### config.mk
export PLATFORM = sky130hd
export DESIGN_NAME = carry_cluster
export DESIGN_NICKNAME = d
export VERILOG_FILES = /design/src/rtl/carry_cluster_pkg.sv /design/src/rtl/cc_cell.sv /design/src/rtl/cc_half.sv /design/src/rtl/carry_cluster.sv
export SDC_FILE = /design/constraint.sdc
export NUM_CORES = 1
export LEC_CHECK = 0
export ABC_AREA = 1
export BUFFER_PORTS_ARGS = -buffer_cell sky130_fd_sc_hd__buf_2
export CAP_MARGIN = 20
export CORE_AREA = 2 2 107 57
export CTS_BUF_LIST = sky130_fd_sc_hd__clkbuf_4 sky130_fd_sc_hd__clkbuf_8
export DETAILED_ROUTE_END_ITERATION = 8
export DIE_AREA = 0 0 109 59
export GPL_ROUTABILITY_DRIVEN = 0
export SETUP_SLACK_MARGIN = 0.3
export SYNTH_ARGS = -nofsm -noshare
export SYNTH_HDL_FRONTEND = slang
export SYNTH_HIERARCHICAL = 1
export SYNTH_SLANG_ARGS = --single-unit
### constraint.sdc
create_clock -name clk -period 0.8 [get_ports clk]
set_input_delay 0.12 -clock clk [delete_from_list [all_inputs] [get_ports clk]]
set_output_delay 0.12 -clock clk [all_outputs]
set_load 0.05 [all_outputs]
### src/rtl/carry_cluster_pkg.sv
package carry_cluster_pkg;
   typedef enum logic {
      BYP_TOP = 1'b0,
      BYP_BOT = 1'b1
   } byp_half_e;

   localparam int unsigned CC_CELLS_PER_HALF = 5;
   localparam int unsigned CC_BITS_PER_CELL  = 2;
endpackage

### src/rtl/cc_cell.sv
module cc_cell #(
   parameter int unsigned W = 2
) (
   input  logic [W-1:0] a_i,
   input  logic [W-1:0] b_i,
   input  logic         cin_i,
   output logic [W-1:0] sum_o,
   output logic         cout_o
);
   logic [W:0] res_c0;
   logic [W:0] res_c1;

   // both outcomes are ready before the carry arrives
   assign res_c0 = {1'b0, a_i} + {1'b0, b_i};
   assign res_c1 = {1'b0, a_i} + {1'b0, b_i} + {{W{1'b0}}, 1'b1};

   assign sum_o  = cin_i ? res_c1[W-1:0] : res_c0[W-1:0];
   assign cout_o = cin_i ? res_c1[W]     : res_c0[W];
endmodule

### src/rtl/cc_half.sv
module cc_half #(
   parameter int unsigned CELLS      = 5,
   parameter int unsigned W          = 2,
   parameter bit          BYPASSABLE = 1'b0,
   localparam int unsigned HW        = CELLS * W
) (
   input  logic [HW-1:0] a_i,
   input  logic [HW-1:0] b_i,
   input  logic          cin_i,
   input  logic          bypass_i,
   output logic [HW-1:0] sum_o,
   output logic          cout_o
);
   logic [CELLS:0]  chain;
   logic [HW-1:0]   rip_sum;
   logic            byp_eff;

   assign chain[0] = cin_i;

   for (genvar k = 0; k < CELLS; k++) begin : g_cell
      cc_cell #(.W(W)) u_cell (
         .a_i   (a_i[k*W +: W]),
         .b_i   (b_i[k*W +: W]),
         .cin_i (chain[k]),
         .sum_o (rip_sum[k*W +: W]),
         .cout_o(chain[k+1])
      );
   end

   if (BYPASSABLE) begin : g_byp
      assign byp_eff = bypass_i;
   end else begin : g_fixed
      assign byp_eff = bypass_i & 1'b0;
   end

   assign sum_o  = byp_eff ? '0    : rip_sum;
   assign cout_o = byp_eff ? cin_i : chain[CELLS];
endmodule

### src/rtl/carry_cluster.sv
module carry_cluster
   import carry_cluster_pkg::*;
#(
   parameter int unsigned CELLS_PER_HALF = CC_CELLS_PER_HALF,
   parameter int unsigned BITS_PER_CELL  = CC_BITS_PER_CELL,
   parameter byp_half_e   BYP_HALF       = BYP_TOP,
   localparam int unsigned HALF_W        = CELLS_PER_HALF * BITS_PER_CELL,
   localparam int unsigned W             = 2 * HALF_W
) (
   input  logic         clk,
   input  logic         rst_n,
   input  logic [W-1:0] op_a,
   input  logic [W-1:0] op_b,
   input  logic         cin_top_i,
   input  logic         cin_bot_i,
   input  logic         launch_cin_i,
   input  logic         start_top_i,
   input  logic         start_bot_i,
   input  logic         split_i,
   input  logic         bypass_i,
   output logic [W-1:0] sum_o,
   output logic         cout_top_o,
   output logic         cout_bot_o
);
   if (CELLS_PER_HALF < 1) begin : g_bad_cells
      $error("carry_cluster: CELLS_PER_HALF must be at least 1");
   end
   if (BITS_PER_CELL < 1) begin : g_bad_bits
      $error("carry_cluster: BITS_PER_CELL must be at least 1");
   end

   logic              top_cin, bot_cin;
   logic              top_cout, bot_cout;
   logic [HALF_W-1:0] top_sum, bot_sum;

   assign top_cin = start_top_i ? launch_cin_i : cin_top_i;

   cc_half #(
      .CELLS     (CELLS_PER_HALF),
      .W         (BITS_PER_CELL),
      .BYPASSABLE(BYP_HALF == BYP_TOP)
   ) u_top (
      .a_i     (op_a[HALF_W-1:0]),
      .b_i     (op_b[HALF_W-1:0]),
      .cin_i   (top_cin),
      .bypass_i(bypass_i),
      .sum_o   (top_sum),
      .cout_o  (top_cout)
   );

   // launch at cell 6 beats the split carry, which beats the upper carry
   always_comb begin
      if (start_bot_i)  bot_cin = launch_cin_i;
      else if (split_i) bot_cin = cin_bot_i;
      else              bot_cin = top_cout;
   end

   cc_half #(
      .CELLS     (CELLS_PER_HALF),
      .W         (BITS_PER_CELL),
      .BYPASSABLE(BYP_HALF == BYP_BOT)
   ) u_bot (
      .a_i     (op_a[W-1:HALF_W]),
      .b_i     (op_b[W-1:HALF_W]),
      .cin_i   (bot_cin),
      .bypass_i(bypass_i),
      .sum_o   (bot_sum),
      .cout_o  (bot_cout)
   );

   always_ff @(posedge clk or negedge rst_n) begin
      if (!rst_n) begin
         sum_o      <= '0;
         cout_top_o <= 1'b0;
         cout_bot_o <= 1'b0;
      end else begin
         sum_o      <= {bot_sum, top_sum};
         cout_top_o <= top_cout;
         cout_bot_o <= bot_cout;
      end
   end
endmodule

==> metrics.yaml <==
synth.net_count: 268
fin_crit_sh_pct: 419.3
vias: 1454
io_pins: 71
seq_area_frac_synth_pct: 34.40
cts_num_sinks: 22
power_leakage_uw: 0.001469
slew-limit-headroom_pct: 88.46
crit_slowest_cell: "fa_2"
die_h_um: 59
synth_top_area_share_pct: 34.40
placed_cell_area_um2: 2271
peakVddDrop_mv: 1.231
fin_crit_ns: 3.354
port_buffers: 70
netlist_area_um2: 1600
ys_ff_latch: 22
clk_pin_slew_ns: 0.07
post-route-cell-area_um2: 2660
status: "finished with violations"
post_synth_num_cell_types: 10
antenna_cells: 0
ys_async_sr_fraction_pct: 100.0
path_common_cell: "nand2_1"
initial_core_util_pct: 29.65
synth_area_leaders: "dfrtp_1 34%, ha_1 16%, fa_1 13%"
power.total_uw: 5093
route.detailed.drc: 0
p_per_area_nw_per_um2: 1915
grt_use_total_pct: 11.82
grt_pass1_vias: 1551
fin_ws_ns: -2.554
routed_wirelength_um: 3442
path_class: "input pin to flip-flop"
areaGrowthSynthToFinish_pct: 66.22
arrival_ns: 3.53
first_iter_violations: 14
critical_path.max_stage_delay_ns: 0.56
num-fill-cells: 520
synth_commonest_cells: "48 x nand2_1, 46 x inv_1, 22 x dfrtp_1"
cts_made_buffers: 3
hold_path_startpoint: "bypass_i"
gr-total-overflow: 0
setup_tns_ns: -37.78
syn_inst: 189
drt-pass1-iter-count: 3
vias_per_cell: 3.973
synthMostInstantiatedCell: "nand2_1"
cts_max_level: 1
synth-main-ff-cell: "dfrtp_1"
holdPathEnd: "cout_top_o$_DFF_PN0_"
clockBufferDepth: 2
core-area_um2: 5396
finalSetupViolCount: 43
antenna_found_initial: 0
grt_max_degree: 23
die_x_um: 109
cts_tree: "built"
cp-end-kind: "flip-flop"
final_nets: 373
rsz0062_at_grt: "yes"
drive_gt1_share_pct: 53.24
synth.largest_area_cell: "dfrtp_1"
synth-edff-count: 0
hp-class: "input pin to flip-flop"
ys_warn_count: 6
final-hold-violation-count: 0
final_max_slew_viol_count: 0
critPathLaunchType: "input pin"
worst_pin_slew_ns: 0.1726
wire_per_inst_um: 9.404
crit_path_max_fanout: 5
fmax_mhz: 298.1
final_antenna_net_count: 0
synth_area_per_cell_um2: 8.467
violations: "negative setup slack"
cts-root-buf: "clkbuf_8"
dp_hpwl_um: 2864
hold_slack_ns: 0.1363
die_area_um2: 6431
max_cap_violations: 0
rows: 19
utilization_pct: 49.29
worstPathRequired_ns: 0.97
grt_pass1_wl_um: 6037
whs_path_depth: 3
logic make-up (layout without fill, tap and decap cells):
family	Yosys count	in the layout	synth area share [%]
AOI/OAI and AO/OA	11	11	3.440
xor gates and xnor gates	10	10	5.473
adders and majority gates	30	30	28.15
buffers and inverters	47	151	11.49
DFF	22	22	34.40
and+or+nand+nor	69	69	17.04
stage by stage:
| step | worst slack [ns] | std cells |
|---|---|---|
| after detailed placement | -2.897 | 353 |
| after CTS | -2.593 | 363 |
| after floorplan | -2.637 | 189 |
| after global placement | -2.826 | 353 |
| after global routing | -3.052 | 366 |
| final | -2.554 | 366 |
final cells by class:
class	count	area [µm²]	area share [%]
clock buffers	3	41.29	1.552
clock inverters	1	30.03	1.129
inverters	46	172.7	6.491
multi-input cells	120	968.4	36.41
flip-flops and latches	22	576.8	21.68
well taps	73	91.34	3.434
repair buffers	101	779.5	29.30
worst max-delay path by stage:
| stage | from | endpoint | cells past startpoint |
|---|---|---|---|
| after floorplan | op_a[0] | cout_bot_o$_DFF_PN0_ | 48 |
| after global placement | op_a[0] | cout_bot_o$_DFF_PN0_ | 49 |
| after detailed placement | op_a[0] | cout_bot_o$_DFF_PN0_ | 49 |
| after CTS | op_a[0] | cout_bot_o$_DFF_PN0_ | 50 |
| after global routing | op_a[0] | cout_bot_o$_DFF_PN0_ | 50 |
| final | op_a[0] | sum_o[18]$_DFF_PN0_ | 47 |
cells in the final DEF, fill, tap and decap left out:
cell type	instances
buf_12	1
buf_2	45
buf_4	26
buf_6	27
bufinv_16	1
clkbuf_16	1
clkbuf_8	3
dfrtp_1	1
dfrtp_2	21
dlygate4sd3_1	1
fa_1	9
fa_2	1
ha_1	18
ha_4	2
inv_1	38
inv_2	8
nand2_1	38
nand2_2	10
nand3_1	9
nand3_2	2
nor2_1	9
nor2_2	1
o21ai_0	3
o21ai_1	2
o21ai_2	5
o21ai_4	1
xor2_1	9
xor2_2	1
sequential cells by signal, indices dropped and copies added, names as in the netlist:
signal      flops
sum_o          20
cout_top_o      1
cout_bot_o      1
what timing repair did:
action / CTS / global route
pin swaps: 12 / 8
hold buffers: 1 / 0
setup buffers: 5 / 2
resized for setup: 61 / 14
endpoints found under the hold margin: 22 / 0
cloned: 0 / 1
setup endpoints to repair: 44 / 65
worst max-delay path: cells and delay by family:
kind | cells | cell delay [ns]
buffers and inverters | 11 | 0.74
XOR/XNOR | 1 | 0.18
AND/OR/NAND/NOR | 32 | 1.64
adder cells (fa/ha/maj) | 3 | 0.85
metal layers:
layer	GRT usage [%]	share of wire [%]	routed length, µm	vias to the layer above
met1	12.60	38	1299	655
met5	0	0	0	-
met2	23.96	58	2003	22
li1	-	-	-	771
met3	2.308	2.2	77	6
met4	3.297	1.8	61	0
power by group:
group	internal, µW	switching [µW]
sequential	1350	97.0
combinational	1120	1520
clock	668	339
total	3140	1950
Power figures use the tool's default switching activity.
